==> config.mk <==
export PLATFORM = sky130hd
export DESIGN_NAME = wmul_c42
export DESIGN_NICKNAME = d
export VERILOG_FILES = /design/src/rtl/wmul_pkg.sv /design/src/rtl/wmul_cmp42.sv /design/src/rtl/wmul_cmp42_row.sv /design/src/rtl/wmul_csa_row.sv /design/src/rtl/wmul_ppgen.sv /design/src/rtl/wmul_tree.sv /design/src/rtl/wmul_cpa.sv /design/src/rtl/wmul_c42.sv
export SDC_FILE = /design/constraint.sdc
export NUM_CORES = 1
export LEC_CHECK = 0
export ABC_CLOCK_PERIOD_IN_PS = 25500
export CAP_MARGIN = 20
export CORE_MARGIN = 2
export CORE_UTILIZATION = 24
export DETAILED_ROUTE_END_ITERATION = 10
export GPL_ROUTABILITY_DRIVEN = 0
export SYNTH_ARGS = -nofsm -noshare
export SYNTH_HDL_FRONTEND = slang
export SYNTH_SLANG_ARGS = --single-unit
==> constraint.sdc <==
create_clock -name vclk -period 25.5
set_input_delay 6.375 -clock vclk [all_inputs]
set_output_delay 6.375 -clock vclk [all_outputs]
set_load 0.005 [all_outputs]
==> src/rtl/wmul_pkg.sv <==
package wmul_pkg;
   // Majority of three bits; used for carries that must not depend on cin
   function automatic logic maj3(input logic x, input logic y, input logic z);
      return (x & y) | (x & z) | (y & z);
   endfunction
endpackage

==> src/rtl/wmul_cmp42.sv <==
module wmul_cmp42
   import wmul_pkg::*;
(
   input  logic x1,
   input  logic x2,
   input  logic x3,
   input  logic x4,
   input  logic cin,
   output logic sum,
   output logic carry,
   output logic cout
);
   logic s_mid;

   // first level: three bits into a partial sum and the lateral carry
   assign s_mid = x1 ^ x2 ^ x3;
   assign cout  = maj3(x1, x2, x3);
   // second level: partial sum, fourth bit and the incoming lateral carry
   assign sum   = s_mid ^ x4 ^ cin;
   assign carry = maj3(s_mid, x4, cin);

   always_comb begin
      a_r4_cell_weight: assert (({2'b0, x1} + {2'b0, x2} + {2'b0, x3} + {2'b0, x4} + {2'b0, cin})
                                == ({2'b0, sum} + {1'b0, carry, 1'b0} + {1'b0, cout, 1'b0}))
         else $error("compressor weight mismatch");
   end
endmodule

==> src/rtl/wmul_cmp42_row.sv <==
module wmul_cmp42_row #(
   parameter int N = 16
) (
   input  logic [N-1:0] ra,
   input  logic [N-1:0] rb,
   input  logic [N-1:0] rc,
   input  logic [N-1:0] rd,
   output logic [N-1:0] rsum,
   output logic [N-1:0] rcar
);
   localparam int XW = N + 2;

   logic [N:0]   lat;      // lateral carries between neighbouring columns
   logic [N-1:0] car_raw;  // carry outputs at their own column

   if (N < 2) begin : g_bad_width
      $error("compressor row needs at least two columns");
   end

   assign lat[0] = 1'b0;

   for (genvar i = 0; i < N; i++) begin : g_col
      wmul_cmp42 u_cell (
         .x1   (ra[i]),
         .x2   (rb[i]),
         .x3   (rc[i]),
         .x4   (rd[i]),
         .cin  (lat[i]),
         .sum  (rsum[i]),
         .carry(car_raw[i]),
         .cout (lat[i+1])
      );
   end

   assign rcar = {car_raw[N-2:0], 1'b0};

   always_comb begin
      a_r6_row_exact: assert ((XW'(ra) + XW'(rb) + XW'(rc) + XW'(rd))
                              == (XW'(rsum) + (XW'(car_raw) << 1) + (XW'(lat[N]) << N)))
         else $error("4-2 row lost weight");
   end
endmodule

==> src/rtl/wmul_csa_row.sv <==
module wmul_csa_row
   import wmul_pkg::*;
#(
   parameter int N = 16
) (
   input  logic [N-1:0] rx,
   input  logic [N-1:0] ry,
   input  logic [N-1:0] rz,
   output logic [N-1:0] rsum,
   output logic [N-1:0] rcar
);
   localparam int XW = N + 2;

   logic [N-1:0] car_raw;

   for (genvar i = 0; i < N; i++) begin : g_fa
      assign rsum[i]    = rx[i] ^ ry[i] ^ rz[i];
      assign car_raw[i] = maj3(rx[i], ry[i], rz[i]);
   end

   assign rcar = {car_raw[N-2:0], 1'b0};

   always_comb begin
      a_r1_csa_exact: assert ((XW'(rx) + XW'(ry) + XW'(rz))
                              == (XW'(rsum) + (XW'(car_raw) << 1)))
         else $error("full-adder row lost weight");
   end
endmodule

==> src/rtl/wmul_ppgen.sv <==
module wmul_ppgen #(
   parameter int W = 8
) (
   input  logic [W-1:0]          mcand,
   input  logic [W-1:0]          mplier,
   output logic [W-1:0][2*W-1:0] pp
);
   localparam int PW = 2 * W;

   for (genvar r = 0; r < W; r++) begin : g_row
      assign pp[r] = PW'(mcand & {W{mplier[r]}}) << r;
   end
endmodule

==> src/rtl/wmul_tree.sv <==
module wmul_tree #(
   parameter int W = 8
) (
   input  logic [W-1:0][2*W-1:0] pp,
   output logic [2*W-1:0]        fin_a,
   output logic [2*W-1:0]        fin_b
);
   localparam int PW = 2 * W;
   localparam int XW = PW + 4;

   if (W != 8) begin : g_bad_rows
      $error("reduction tree is laid out for exactly eight rows");
   end

   // stage 1: heights 8 -> 6 with two full-adder rows
   logic [PW-1:0] s1a, c1a, s1b, c1b;
   wmul_csa_row #(.N(PW)) u_st1_a (.rx(pp[0]), .ry(pp[1]), .rz(pp[2]), .rsum(s1a), .rcar(c1a));
   wmul_csa_row #(.N(PW)) u_st1_b (.rx(pp[3]), .ry(pp[4]), .rz(pp[5]), .rsum(s1b), .rcar(c1b));

   // stage 2: heights 6 -> 4 with one compressor row
   logic [PW-1:0] s2, c2;
   wmul_cmp42_row #(.N(PW)) u_st2 (
      .ra(s1a), .rb(c1a), .rc(s1b), .rd(c1b), .rsum(s2), .rcar(c2)
   );

   // stage 3: heights 4 -> 2 with one compressor row
   wmul_cmp42_row #(.N(PW)) u_st3 (
      .ra(s2), .rb(c2), .rc(pp[6]), .rd(pp[7]), .rsum(fin_a), .rcar(fin_b)
   );

   logic [PW-1:0] pp_total;
   always_comb begin
      pp_total = '0;
      for (int r = 0; r < W; r++) pp_total = pp_total + pp[r];
      a_r1_tree_keeps_value: assert (PW'(XW'(fin_a) + XW'(fin_b)) == pp_total)
         else $error("reduction tree changed the value");
   end
endmodule

==> src/rtl/wmul_cpa.sv <==
module wmul_cpa
   import wmul_pkg::*;
#(
   parameter int N = 16
) (
   input  logic [N-1:0] xa,
   input  logic [N-1:0] xb,
   output logic [N-1:0] total
);
   logic [N:0] cy;

   assign cy[0] = 1'b0;
   for (genvar i = 0; i < N; i++) begin : g_bit
      assign total[i] = xa[i] ^ xb[i] ^ cy[i];
      assign cy[i+1]  = maj3(xa[i], xb[i], cy[i]);
   end

   always_comb begin
      a_r1_cpa_sum: assert (((N+1)'(xa) + (N+1)'(xb)) == {cy[N], total})
         else $error("carry-propagate adder mismatch");
   end
endmodule

==> src/rtl/wmul_c42.sv <==
module wmul_c42 #(
   parameter int W = 8
) (
   input  logic [W-1:0]   opa,
   input  logic [W-1:0]   opb,
   output logic [2*W-1:0] prod
);
   localparam int PW = 2 * W;

   if (W != 8) begin : g_bad_w
      $error("operand width must be 8");
   end

   logic [W-1:0][PW-1:0] pp;
   logic [PW-1:0]        row_a, row_b;

   wmul_ppgen #(.W(W)) u_pp (.mcand(opa), .mplier(opb), .pp(pp));
   wmul_tree  #(.W(W)) u_tree (.pp(pp), .fin_a(row_a), .fin_b(row_b));
   wmul_cpa   #(.N(PW)) u_cpa (.xa(row_a), .xb(row_b), .total(prod));

   always_comb begin
      a_r1_product: assert ((PW'(opa) * PW'(opb)) == prod)
         else $error("product mismatch");
      a_r2_zero: assert (!((opa == '0) || (opb == '0)) || (prod == '0))
         else $error("zero operand gave nonzero product");
   end
endmodule

; ---- After elaboration in Yosys (flattened, before gate mapping)
; Index checks and enable logic that the tools add are counted.
[totals]
elab_cells = 532
ff_bits = 0
[op_classes]
bitwise_logic = 532
[op_table]
columns = operator, count
row1 = bitwise AND 1 bit, 187
row2 = OR 1 bit, 140
row3 = XOR 1 bit, 139
row4 = bitwise AND 8 bit, 8
row5 = bitwise AND 1 bit (both inputs constant), 23
row6 = XOR 1 bit (second input constant), 12
row7 = XOR 1 bit (both inputs constant), 11
row8 = bitwise AND 1 bit (first input constant), 8
row9 = bitwise AND 1 bit (second input constant), 2
row10 = XOR 1 bit (first input constant), 2

; ---- Logic depth before layout (Yosys ltp)
[depth]
ltp_word = 39
depth_mapped = 23
mapped_depth_nobuf = 23

; ---- Hierarchy
; A second synthesis with hierarchy kept.
[hier_totals]
cells_unflattened = 535
area_unflattened_um2 = 4361.7
[by_module_without_submodules]
columns = mod, n_inst, cells_each, area_each_um2
row1 = wmul_cmp42, 32, 10, 70.1
row2 = wmul_ppgen, 1, 129, 884.6
row3 = wmul_csa_row, 2, 18, 335.3
row4 = wmul_cpa, 1, 16, 316.6
row5 = wmul_cmp42_row, 2, 17, 123.9

; ---- Least setup slack after synthesis
; No wires, ideal clock.
[synth_timing]
kind = in2out
start = input opa[3]
end = output prod[14]
setup_slack_ps = 6978
stages = 20
t_arrival_ps = 12147
n_path_buf = 0
path_cell_list = and2_1 > fa_1 > inv_1 > fa_1 > fa_1 > inv_1 > fa_1 > inv_1 > fa_1 > fa_1 > inv_1 > fa_1 > inv_1 > fa_1 > fa_1 > fa_1 > fa_1 > inv_1 > fa_1 > fa_1
[synth_via]
elab_chain_len = 36
[synth_rtl]
columns = element, line_no
row1 = "start, declared", wmul_c42.sv:4  ; input logic [W-1:0] opa,
row2 = bitwise AND 8 bit, wmul_ppgen.sv:11  ; assign pp[r] = PW'(mcand & {W{mplier[r]}}) << r;
row3 = bitwise AND 1 bit, wmul_pkg.sv:4  ; return (x & y) | (x & z) | (y & z);
row4 = OR 1 bit (2 in series), wmul_pkg.sv:4
row5 = bitwise AND 1 bit, wmul_pkg.sv:4
row6 = OR 1 bit (2 in series), wmul_pkg.sv:4
row7 = bitwise AND 1 bit, wmul_pkg.sv:4
row8 = OR 1 bit (2 in series), wmul_pkg.sv:4
row9 = XOR 1 bit or bitwise AND 1 bit (tied branches), "wmul_cmp42.sv:16, wmul_pkg.sv:4"
row10 = [16 not listed], n/a
row11 = OR 1 bit (2 in series), wmul_pkg.sv:4
row12 = bitwise AND 1 bit, wmul_pkg.sv:4
row13 = OR 1 bit, wmul_pkg.sv:4
row14 = OR 1 bit (*), wmul_pkg.sv:4
row15 = bitwise AND 1 bit, wmul_pkg.sv:4
row16 = OR 1 bit, wmul_pkg.sv:4
row17 = OR 1 bit (*), wmul_pkg.sv:4
row18 = XOR 1 bit (*), wmul_cpa.sv:14  ; assign total[i] = xa[i] ^ xb[i] ^ cy[i];
row19 = "end, declared", wmul_c42.sv:6  ; output logic [2*W-1:0] prod
; Every way passes the cells marked *; elsewhere a longest branch is shown, timed or not.

; ---- Final worst setup path
; Ends and elaborated chain as after synthesis.

==> impl_results.md <==
* CP startpoint kind: input port
* WP data required at 19.12 ns
* Reg power frac at 0%
* PwrDens at a little over 60 nW/um2
* Row Count at 30
* Seq/Total Area, Yosys at 0%
* Area grow syn2layout at 22.9%
* Relative slew slack at around four fifths
* Worst Setup End Kind: output port
* DR iter-0 viols at 22
* Final period utilization at between 70 and 80%
* WL/cell at approximately 9.7 um
* Static Leakage at around 1.0 nW
* Max Clk Rate at slightly above 0.05 GHz
* Die Span Y at slightly below 90 um
* Post-Syn Area at 1730 um2
* Cts hold-fix bufs at 0
* Gate power share at 100.0%
* Gate Count Post-Synth at ~190
* Layout sequential cell count at 0
* Hold_sp: opb[0]
* Critical path startpoint: opa[3]
* Total track usage at 8.05%
* Layout cells sized above 1 at 0%
* Diodes inserted at 0
* Switching Power at about 56 uW
* Final Max Tran Viols at 0
* Initial antenna violation count at 0
* Most frequent cells in the layout: 53 x inv_1, 47 x fa_1, 38 x and2_1
* Die area at a little under 8000 um2
* Routed Antenna Nets at 0
* Max cap viols at 0
* Setup Fix Bufs, Post-CTS at 0
* Starting density of the core at between 20% and 30%
* DRC viols at 0
* Post-DP HPWL at 2800 um
* Overall power at 130 uW
* Non-filler cells in the finished layout at around 310
* Crit path time final at around 20 ns
* Dpl cell area at around 2100 um2
* CLK BUF at 0
* Design area at about 2100 um2
* Worst VDD drop at roughly 0.000033 V
* Clock power frac at 0%
* Register Area at 0 um2
* Vias at 1225
* Least-Margin Pin Slew at 0.321 ns
* Unrepaired setup endpoints after global routing: no
* Setup TNS at 0 ns
* Sw Share at 43.3%
* Worst min path class: input port to output port
* Hold path cells at 3
* Avg Cell Area, Syn at roughly 9 um2
* Hold_ws at roughly 14 ns
* GR Overflow Total at 0
* Synth unique cells at 7
* Commonest non-fill, non-tap cell in the layout: inv_1
* Vias per Instance at approximately 4.0
* Syn Nets at approximately 270
* Status: completed
* DRT Pass-1 Iters at 4
* First-pass GRT wire length at ~5300 um
* Vias in the first global route at ~1200
* Nets at between 200 and 300
* Pin count of the biggest net entering global routing at 9
* Top-Level Pins at 32
* Int Power at approximately 73 uW
* Setup violations, final at 0
* Hold Fails Final Rpt at 0
* Placed Cells at slightly above 300
* Port buffer count at 32
* Die width at approximately 89 um
* Largest fanout on the critical path at 8
* Area of the core at between 6000 and 7000 um2
* Setup CP Type: input port to output port
* Total wire length at ~3000 um
* PostCTS Resize Cnt at 0
* WP data arrival at between 10 and 15 ns
* Synth warnings at 0
## path summary, 6_finish.rpt
check,end,slack (ns)
worst min-delay path,prod[0],13.95
worst max-delay path,prod[14],5.70
## critical path, cell delays in order
cell and delay [ns]:
clkdlybuf4s50_1 0.57, and2_1 0.27, fa_1 0.53, inv_1 0.05, fa_1 0.40, fa_1 0.54, inv_1 0.05, fa_1 0.52
inv_1 0.05, fa_1 0.51, fa_1 0.43, inv_1 0.08, fa_1 0.15, inv_1 0.05, fa_1 0.38, fa_1 0.43
fa_1 0.46, fa_1 0.42, inv_1 0.08, fa_1 0.18, fa_1 0.42, clkdlybuf4s50_1 0.46
## cells by family after synthesis
group | share of synthesized area, %
xor+xnor | 0.507
fa+ha+maj | 66.0
buf+inv | 14.1
simple gates | 19.4
## per-stage QoR
step	util, %	setup slack, ns
6_report	30.9	5.70
4_1_cts	30.9	5.59
2_1_floorplan	-	6.98
3_5_place_dp	30.9	5.61
5_1_grt	30.9	5.36
3_3_place_gp	30.9	5.70
## cells in the mapped netlist, drive strengths merged
library cell | instances | area, um2
inv | 53 | 199
and2 | 38 | 238
xor2 | 1 | 8.76
ha | 16 | 200
buf | 6 | 45.0
nand2 | 26 | 97.6
fa | 47 | 941
## cell type report
class              count  area, um2
fillers              719       4740
inverters             53        199
multi-input cells    128       1490
well taps             96        120
repair buffers        32        320
## routing by layer
layer	global-route usage, %	vias to the layer above	share of wire [%]
met4	0	0	0
met1	11.1	626	45
met3	0.933	0	5.8
met5	0	-	0
li1	-	571	-
met2	14.5	28	50
## power by group through the flow
stage	Combinational [mW]	Sequential, mW	Clock [mW]
2_1_floorplan	0.0742	0	0
6_report	0.130	0	0
4_1_cts	0.136	0	0
3_3_place_gp	0.134	0	0
5_1_grt	0.153	0	0
3_5_place_dp	0.135	0	0
Note: power is estimated with default switching activity, not from simulation.
